$ cat config.mk
export PLATFORM = sky130hd
export DESIGN_NAME = syscfg_guard
export DESIGN_NICKNAME = d
export VERILOG_FILES = /design/src/rtl/syscfg_pkg.sv /design/src/rtl/syscfg_ctrl.sv /design/src/rtl/syscfg_dp.sv /design/src/rtl/syscfg_guard.sv
export SDC_FILE = /design/constraint.sdc
export NUM_CORES = 1
export LEC_CHECK = 0
export ABC_AREA = 1
export CAP_MARGIN = 10
export CORE_MARGIN = 4
export CORE_UTILIZATION = 40
export DETAILED_ROUTE_END_ITERATION = 10
export PLACE_DENSITY = 0.7
export SYNTH_ARGS = -nofsm -noshare
export SYNTH_HDL_FRONTEND = slang
export SYNTH_HIERARCHICAL = 1
export SYNTH_SLANG_ARGS = --single-unit
$ cat constraint.sdc
create_clock -name clk -period 2.4 [get_ports clk]
set_clock_uncertainty 0.15 [all_clocks]
set_input_delay 0.24 -clock clk [delete_from_list [all_inputs] [get_ports clk]]
set_output_delay 0.24 -clock clk [all_outputs]
set_load 0.03 [all_outputs]
$ cat src/rtl/syscfg_pkg.sv
package syscfg_pkg;
  localparam int DATA_W     = 32;
  localparam int NUM_PLAIN  = 4;
  localparam int PLAIN_BASE = 'h00;
  localparam int PLAIN_STEP = 4;
  localparam int CFG_OFS    = 'h80;
  localparam int LOCK_OFS   = 'hC0;
  localparam logic [DATA_W-1:0] KEY_VALUE = 32'h0000_00AA;
  localparam int BIT_COPROC = 23;
  localparam int BIT_SWRST  = 31;

  // strobes from control to datapath
  typedef struct packed {
    logic                 cfgWr;
    logic [NUM_PLAIN-1:0] plainWr;
    logic                 rdEn;
    logic                 rdCfg;
    logic                 rdLock;
    logic [NUM_PLAIN-1:0] rdPlain;
  } cfg_strobe_t;
endpackage

$ cat src/rtl/syscfg_ctrl.sv
module syscfg_ctrl
  import syscfg_pkg::*;
#(
  parameter int ADDR_W = 8
) (
  input  logic              clk,
  input  logic              rstN,
  input  logic              busSel,
  input  logic              busWr,
  input  logic [ADDR_W-1:0] busAddr,
  input  logic [DATA_W-1:0] busWdata,
  output cfg_strobe_t       strobe,
  output logic              unlockPending
);
  logic hitLock, hitCfg, keyOk;
  logic [NUM_PLAIN-1:0] hitPlain;

  assign hitLock = (busAddr == ADDR_W'(LOCK_OFS));
  assign hitCfg  = (busAddr == ADDR_W'(CFG_OFS));
  assign keyOk   = (busWdata == KEY_VALUE);

  for (genvar i = 0; i < NUM_PLAIN; i++) begin : g_dec
    assign hitPlain[i] = (busAddr == ADDR_W'(PLAIN_BASE + PLAIN_STEP * i));
  end

  // one-shot write permission
  always_ff @(posedge clk or negedge rstN) begin
    if (!rstN) begin
      unlockPending <= 1'b0;
    end else if (busSel) begin
      if (hitLock) begin
        if (busWr) unlockPending <= keyOk;
      end else begin
        unlockPending <= 1'b0;
      end
    end
  end

  always_comb begin
    strobe.cfgWr   = busSel && busWr && hitCfg && unlockPending;
    strobe.plainWr = (busSel && busWr) ? hitPlain : '0;
    strobe.rdEn    = busSel && !busWr;
    strobe.rdCfg   = hitCfg;
    strobe.rdLock  = hitLock;
    strobe.rdPlain = hitPlain;
  end
endmodule

$ cat src/rtl/syscfg_dp.sv
module syscfg_dp
  import syscfg_pkg::*;
(
  input  logic              clk,
  input  logic              rstN,
  input  cfg_strobe_t       strobe,
  input  logic [DATA_W-1:0] busWdata,
  input  logic              unlockPending,
  output logic [DATA_W-1:0] busRdata,
  output logic [DATA_W-1:0] cfgWord,
  output logic              coprocEn,
  output logic              sysResetReq
);
  logic [DATA_W-1:0] plainQ [NUM_PLAIN];
  logic [DATA_W-1:0] plainRd;

  for (genvar i = 0; i < NUM_PLAIN; i++) begin : g_plain
    always_ff @(posedge clk or negedge rstN) begin
      if (!rstN)                   plainQ[i] <= '0;
      else if (strobe.plainWr[i]) plainQ[i] <= busWdata;
    end
  end

  always_ff @(posedge clk or negedge rstN) begin
    if (!rstN) begin
      cfgWord     <= '0;
      sysResetReq <= 1'b0;
    end else begin
      sysResetReq <= strobe.cfgWr && cfgWord[BIT_SWRST] && !busWdata[BIT_SWRST];
      if (strobe.cfgWr) cfgWord <= busWdata;
    end
  end

  assign coprocEn = cfgWord[BIT_COPROC];

  always_comb begin
    plainRd = '0;
    for (int i = 0; i < NUM_PLAIN; i++)
      if (strobe.rdPlain[i]) plainRd = plainRd | plainQ[i];
  end

  always_comb begin
    busRdata = '0;
    if (strobe.rdEn) begin
      if (strobe.rdLock)     busRdata = {{(DATA_W-1){1'b0}}, unlockPending};
      else if (strobe.rdCfg) busRdata = cfgWord;
      else                   busRdata = plainRd;
    end
  end
endmodule

$ cat src/rtl/syscfg_guard.sv
module syscfg_guard
  import syscfg_pkg::*;
#(
  parameter int ADDR_W = 8
) (
  input  logic              clk,
  input  logic              rstN,
  input  logic              busSel,
  input  logic              busWr,
  input  logic [ADDR_W-1:0] busAddr,
  input  logic [31:0]       busWdata,
  output logic [31:0]       busRdata,
  output logic              coprocEn,
  output logic              sysResetReq
);
  cfg_strobe_t       strobe;
  logic              unlockPending;
  logic [DATA_W-1:0] cfgWord;

  syscfg_ctrl #(.ADDR_W(ADDR_W)) i_ctrl (
    .clk(clk), .rstN(rstN), .busSel(busSel), .busWr(busWr),
    .busAddr(busAddr), .busWdata(busWdata),
    .strobe(strobe), .unlockPending(unlockPending)
  );

  syscfg_dp i_dp (
    .clk(clk), .rstN(rstN), .strobe(strobe), .busWdata(busWdata),
    .unlockPending(unlockPending), .busRdata(busRdata), .cfgWord(cfgWord),
    .coprocEn(coprocEn), .sysResetReq(sysResetReq)
  );
endmodule

* Word-level counts from Yosys, hierarchy flattened *
Cells that the tools add are included.

word-level totals
  bits in registers = 162
  input port bits = 44
  output and inout bits = 34
  word-level logic and storage cells = 37

operators by class
  bitwise operators = 3
  muxes and demuxes = 10
  reduce and logical (&&, ||, !) cells = 10
  equal/unequal tests = 7

operators with widths
  kind                   number
  $mux W32               7
  $or A32 B32 Y32        3
  $eq A32 B8 Y1 const B  1
  $eq A8 B4 Y1 const B   2
  $eq A8 B8 Y1 const B   2
  $eq A8 B3 Y1 const B   1
  $logic_not A8 Y1       1
  $logic_and A1 B1 Y1    6
  $mux W4                1
  $logic_not A1 Y1       2
  $mux W1                2
  $ne A2 B2 Y1 const B   1
  $reduce_and A2 Y1      1

* Logic depth before layout (Yosys ltp) *
Gate-level depths: netlist (run 1).

  word-level depth = 11
  depth in mapped cells = 10
  gate-level depth less buffers = 8

* Hierarchy *
The synthesis (run 1) kept the hierarchy.

by module, submodules not included
  module       area an instance (µm²)  sequential area each (µm²)  times used  cells an instance
  syscfg_dp    7505.9                  4028.9                      1           664
  syscfg_ctrl  362.8                   25.0                        1           70

* Worst setup path before layout (run 1) *
OpenSTA, ideal clock, no wires.

  path kind = in2out
  start = input port busAddr[1]
  end = output port busRdata[30]
  data required time = 2010 ps
  stages = 7
  path buffers = 1
  arrival = 1828 ps
  setup slack = 182 ps
  path through = nor2_4 -> nand2_1 -> nor3_1 -> buf_6 -> nand2_1 -> and3_1 -> a21oi_1

RTL lines
  item         line                source
  from (decl)  syscfg_guard.sv:10  input logic [ADDR_W-1:0] busAddr,
  to (decl)    syscfg_guard.sv:12  output logic [31:0] busRdata,

==> results of run 1 <==
## routing by layer
metal	up-vias	share of wire [%]	track usage (%)
met1	2809	45	24.2
met5	-	0	0
met2	121	49	31.2
met4	0	1.3	4.53
met3	18	4.1	3.75
li1	2691	-	-
## layout by cell type, fill, tap and decap left out, types with 4 or more instances in the layout
cell / instances
dfrtp_1: 162
a21oi_2: 29
nor2_1: 20
mux2_1: 128
buf_12: 27
nor2_4: 5
nor3_4: 4
nand2_1: 206
clkbuf_16: 17
inv_1: 10
dlygate4sd2_1: 6
a21oi_1: 34
inv_2: 4
and3_1: 4
and3_4: 28
clkdlybuf4s50_1: 36
buf_4: 57
buf_6: 10
o21ai_0: 4
o21ai_1: 30
clkinvlp_4: 4
## sequential cells by signal, summed over array words and instances, names as in the netlist
name / flops
i_dp/plainQ: 128
i_dp/cfgWord: 32
i_ctrl/unlockPending: 1
i_dp/sysResetReq: 1
## power by group through the flow
stage          clock [W]  sequential (W)  combinational [W]
2_1_floorplan          0         0.00286          0.0000943
3_5_place_dp           0         0.00287           0.000317
3_3_place_gp           0         0.00286           0.000312
4_1_cts          0.00254         0.00281           0.000325
5_1_grt          0.00266         0.00282           0.000363
6_report         0.00250         0.00281           0.000324
## final cells by class
class / count / share of cell area (%)
Clock buffer: 18 / 4.27
Clock inverter: 14 / 1.08
Inverter: 15 / 0.586
Multi-Input combinational cell: 509 / 34.8
Sequential cell: 162 / 40.4
Tap cell: 265 / 3.30
Timing Repair Buffer: 140 / 15.5
## path summary, 6_finish.rpt
kind	startpoint	to	depth (start not counted)
max	busAddr[0]	busRdata[3]	10
min reg2reg	i_dp/cfgWord[1]	i_dp/cfgWord[1]	2
min	rstN	i_dp/plainQ[33]	2
max in group asynchronous	rstN	i_dp/plainQ[126]	3
max reg2reg	i_ctrl/unlockPending	i_dp/cfgWord[11]	5
min in group clk	i_dp/cfgWord[1]	i_dp/cfgWord[1]	2
## metrics by stage
step	setup TNS (ns)	utilization [%]	hold slack, ns	power [W]	setup slack, ns
5_1_grt	-0.0420	51.8	0.203	0.00584	-0.0134
2_1_floorplan	0	-	-0.206	0.00295	0.182
3_5_place_dp	-1.27	47.8	0.0497	0.00318	-0.0850
3_3_place_gp	-1.20	47.8	0.0478	0.00317	-0.0837
6_report	0	51.8	0.163	0.00564	0.0746
4_1_cts	0	51.4	0.172	0.00568	0.00116
## repair_timing
item	4_1_cts	5_1_grt
hold buffers	1	0
setup buffers	5	3
pin swaps	7	4
gates resized for setup	23	9
cloned	1	0
endpoints found under the hold margin	40	0
setup endpoints to repair	25	32
## critical path, cell delays in order
cell and delay (ns):
dlygate4sd2_1 0.25, nor2_4 0.17, nand2_2 0.11, nor3_4 0.27
buf_6 0.16, bufbuf_16 0.25, nand2_1 0.05, and3_4 0.14
a21oi_2 0.15, buf_6 0.15
==> impl_metrics.env, run 1 <==
export IMPL_postSynthCellCount=733
export IMPL_power_switching_w=0.00137
export IMPL_floorplan_die_area_um2=22000
export IMPL_grt_use_total_pct=18.3
export IMPL_vias=5639
export IMPL_drt_first_iter_violations=378
export IMPL_synthesis_area_um2=7860
export IMPL_place_inst=1081
export IMPL_final_design_area_no_fill_um2=10000
export IMPL_timing_worst_slew_pin_value_ns=0.449
export IMPL_post_drt_wl_per_cell_um=16.9
export IMPL_grt_max_degree=75
export IMPL_drt_total_wl_um=19000
export IMPL_cts_tree="done"
export IMPL_regArea_um2=4050
export IMPL_max_cap_violations=0
export IMPL_nNetsFinal=889
export IMPL_post_dp_cell_area_um2=9280
export IMPL_p_int_w=0.00426
export IMPL_htreeDepth=4
export IMPL_timing_fmax_mhz=430
export IMPL_die_height_um=148
export IMPL_worst_ep_arrival_time_ns=1.94
export IMPL_antenna_diode_count=0
export IMPL_maxSlewViolCount=0
export IMPL_drt_pre_antenna_iters=5
export IMPL_layout_drive_gt1_share_pct=24.4
export IMPL_power_frac_clock_pct=44.3
export IMPL_core_region_area_um2=19400
export IMPL_timing_critical_path_required_ns=2.01
export IMPL_worstSetupPathType="primary input to primary output"
export IMPL_place_hpwl_um=13000
export IMPL_timing_final_setup_violations=0
export IMPL_power_switching_fraction_pct=24.3
export IMPL_critPathCaptureType="primary output"
export IMPL_power_per_cell_area_nw_per_um2=561
export IMPL_detail_route_vias_per_cell=5.02
export IMPL_period_utilization_pct=96.9
export IMPL_grt_pass1_wl_um=31900
export IMPL_route_detailed_drc=0
export IMPL_post_cts_clock_slew_at_the_launch_and_capture_registers_of_the_worst_setup_and_hold_paths_ns=0.06
export IMPL_status="completed"
export IMPL_area_growth_synth_to_final_pct=27.8
export IMPL_finalHoldViolCount=0
export IMPL_filler_cell_count=1749
export IMPL_cts_root_buffer="clkbuf_16"
export IMPL_synthesized_netlist_net_count=777
export IMPL_total_leakage_power_nw=4.84
export IMPL_die_span_x_um=148
export IMPL_boundaryPins=78
export IMPL_filler_free_cell_count_of_the_finished_design=1123
export IMPL_combinationalPowerShare_pct=5.8
export IMPL_insertion_delay_ns=0.42
export IMPL_initial_antenna_violation_count=0
export IMPL_placementRows=51
export IMPL_ant_nets=0
export IMPL_pwr_share_seq_pct=49.9
export IMPL_critical_path_peak_fanout=4
export IMPL_critPathLaunchType="primary input"
export IMPL_area_used_by_multi_input_combinational_logic_um2=3500
export IMPL_vias_in_the_first_global_route=6048
export IMPL_io_buffer_count=77
export IMPL_irDropWorstVdd_mv=0.518
export IMPL_routabilityCongestion=0.742
export IMPL_cts_max_path_buffers=2
export IMPL_reg2reg_setup_slack_ns=1.11
export IMPL_slew_headroom_pct=69.8
export IMPL_hold_path_class="primary input to async pin"
export IMPL_tritoncts_num_buffers=17
export IMPL_syn_area_per_cell_um2=10.7
export IMPL_cts_sink_cnt=162
export IMPL_finalWorstPathRequiredPeriod_ns=2.33
export IMPL_warning_count_from_the_yosys_run=6
export IMPL_total_global_routing_overflow=0
export IMPL_initial_standard_cell_utilization_of_the_core_pct=40.5
(Power assumes the default switching activity.)
==> run 2: changes to the inputs <==
- PLACE_DENSITY: 0.7 -> 0.73
- clock period: 2.4 -> 1.9 ns (I/O delays scaled with it)
==> run 2 against run 1 <==
Compared with the run above: the flow now finishes with violations (setup timing); register-to-register slack got worse by 0.54 ns; routed wire length rose by 12%; cell count rose by 2.8%; sequential power is 27% higher; worst setup slack worse by 0.19 ns; final area increased by 8.5%; hold slack lost 0.060 ns; combinational power rose by 55%; non-clock buffer count up 34; first-iteration DRC count decreased by 9.3%; via count grew 6.3%; clock power up 36%; critical endpoint is now busRdata[25]; largest cell class unchanged.
==> impl_metrics.env, run 2 (same netlist as run 1, synthesis figures left out) <==
export IMPL_hold_path_class="primary input to async pin"
export IMPL_timing_critical_path_cells="buf_8 > nor2_4 > nand2_4 > buf_6 > nor3_4 > buf_12 > buf_12 > nand2_4 > and3_4 > a21oi_4 > buf_6"
export IMPL_critical_path_peak_fanout=6
export IMPL_setup_ws_ns=-0.116
export IMPL_crit_family="buffers and inverters"
export IMPL_rsz0062_at_grt="yes"
export IMPL_htreeDepth=4
export IMPL_detail_route_vias_per_cell=5.19
export IMPL_power_switching_w=0.00174
export IMPL_cts_tree="done"
export IMPL_most_common_layout_cells="nand2_1 (193), dfrtp_1 (162), mux2_1 (128), buf_4 (52), buf_6 (48)"
export IMPL_status="finished with violations"
export IMPL_finalHoldViolCount=0
export IMPL_placementRows=51
export IMPL_antenna_diode_count=0
export IMPL_largest_register_ffs=128
export IMPL_fin_worst_hold_slack_ns=0.103
export IMPL_grt_use_total_pct=20.1
export IMPL_power_per_cell_area_nw_per_um2=684
export IMPL_timing_rr_end="i_dp/cfgWord[31]"
export IMPL_p_int_w=0.00572
export IMPL_cp_buffers_inverters=5
export IMPL_combinationalPowerShare_pct=6.7
export IMPL_grt_max_degree=43
export IMPL_nNetsFinal=923
export IMPL_routabilityCongestion=0.796
export IMPL_initial_standard_cell_utilization_of_the_core_pct=40.5
export IMPL_critPathCaptureType="primary output"
export IMPL_top_register="i_dp/plainQ"
export IMPL_vias=5997
export IMPL_vias_in_the_first_global_route=6447
export IMPL_timing_worst_slew_pin_value_ns=0.481
export IMPL_core_region_area_um2=19400
export IMPL_pwr_share_seq_pct=47.8
export IMPL_timing_fmax_mhz=496
export IMPL_die_height_um=148
export IMPL_reg2reg_setup_slack_ns=0.57
export IMPL_slew_headroom_pct=67.7
export IMPL_launch_point_of_the_worst_reg_to_reg_path="i_ctrl/unlockPending"
export IMPL_timing_critical_path_required_ns=1.56
export IMPL_post_drt_wl_per_cell_um=18.5
export IMPL_worst_path_stages=11
export IMPL_total_global_routing_overflow=0
export IMPL_critPathLaunchType="primary input"
export IMPL_tritoncts_num_buffers=17
export IMPL_max_cap_violations=0
export IMPL_cts_max_path_buffers=2
export IMPL_period_utilization_pct=106
export IMPL_critical_path_max_stage_delay_ns=0.22
export IMPL_drt_pre_antenna_iters=5
export IMPL_grt_pass1_wl_um=34600
export IMPL_top_regs="i_dp/plainQ x128, i_dp/cfgWord x32"
export IMPL_violated_checks="setup timing"
export IMPL_initial_antenna_violation_count=0
export IMPL_insertion_delay_ns=0.42
export IMPL_drt_first_iter_violations=343
export IMPL_slowest_stage="nor3_4"
export IMPL_area_growth_synth_to_final_pct=38.6
export IMPL_cts_sink_cnt=162
export IMPL_boundaryPins=78
export IMPL_maxSlewViolCount=0
export IMPL_total_leakage_power_nw=5.19
export IMPL_most_common_library_cell_in_the_layout_ignoring_fill_and_taps="nand2_1"
export IMPL_worstSetupPathType="primary input to primary output"
export IMPL_power_frac_clock_pct=45.5
export IMPL_filler_free_cell_count_of_the_finished_design=1155
export IMPL_die_span_x_um=148
export IMPL_place_hpwl_um=13700
export IMPL_reg2regPathDepth=3
export IMPL_place_inst=1102
export IMPL_report_power_total_w=0.00746
export IMPL_final_design_area_no_fill_um2=10900
export IMPL_ant_nets=0
export IMPL_floorplan_die_area_um2=22000
export IMPL_post_cts_clock_slew_at_the_launch_and_capture_registers_of_the_worst_setup_and_hold_paths_ns=0.07
export IMPL_worst_ep_arrival_time_ns=1.68
export IMPL_irDropWorstVdd_mv=0.626
export IMPL_route_detailed_drc=0
export IMPL_layout_drive_gt1_share_pct=33.4
export IMPL_drt_total_wl_um=21300
export IMPL_power_switching_fraction_pct=23.3
export IMPL_cts_root_buffer="clkbuf_16"
export IMPL_timing_final_setup_violations=32
export IMPL_post_dp_cell_area_um2=9470
export IMPL_finalWorstPathRequiredPeriod_ns=2.02
export IMPL_io_buffer_count=77
export IMPL_filler_cell_count=1588
==> run 2: what timing repair did <==
item                                   4_1_cts  5_1_grt
setup endpoints to repair                   83       32
endpoints found under the hold margin      127        0
gates resized for setup                    150       34
pin swaps                                   22       19
cloned                                       5        0
buffers inserted                            17        2
hold buffers                                 1        0
==> run 2: worst max-delay path by stage <==
stage,to,start,slack [ns]
6_report,busRdata[25],busAddr[5],-0.12
5_1_grt,busRdata[25],busAddr[5],-0.18
4_1_cts,busRdata[30],busAddr[4],-0.1
3_5_place_dp,i_dp/plainQ[53],busAddr[5],-0.55
3_3_place_gp,busRdata[31],busAddr[1],-0.43
2_1_floorplan,busRdata[10],busAddr[1],0.07
==> run 2: layer usage <==
| metal | GRT usage [%] | up-vias | wire (µm) |
|---|---|---|---|
| li1 | - | 2764 | - |
| met1 | 26.1 | 3041 | 9200 |
| met2 | 33.8 | 164 | 10500 |
| met3 | 4.05 | 28 | 1110 |
| met4 | 6.74 | 0 | 471 |
| met5 | 0 | - | 0 |
==> run 2: cell type report <==
cell class	instances	area, µm²	share of cell area, %
timing repair buffer	174	2010	18.4
clock buffer	19	443	4.06
tap	265	332	3.04
sequential	162	4050	37.2
inverter	15	58.8	0.540
clock inverter	11	130	1.19
multi-input combinational	509	3870	35.5
==> run 2: stage by stage <==
step	setup slack, ns	TNS, ns	utilization [%]
after floorplan	0.0700	0	-
after CTS	-0.0973	-2.37	55.6
after global routing	-0.175	-4.72	56.2
after global placement	-0.429	-70.06	48.8
final	-0.116	-2.44	56.2
after detailed placement	-0.550	-80.57	48.8
==> run 2: worst register-to-register path: stages, from the launching register on <==
cell	delay, ns
dfrtp_1	0.36
and3_1	0.25
buf_4	0.29
o21ai_0	0.15
==> run 2: power by group through the flow <==
stage	registers (W)	clock network, W	logic, W
floorplan	0.00361	0	0.000120
global placement	0.00362	0	0.000425
detailed placement	0.00362	0	0.000433
CTS	0.00356	0.00344	0.000497
global route	0.00357	0.00358	0.000551
finish	0.00356	0.00339	0.000503
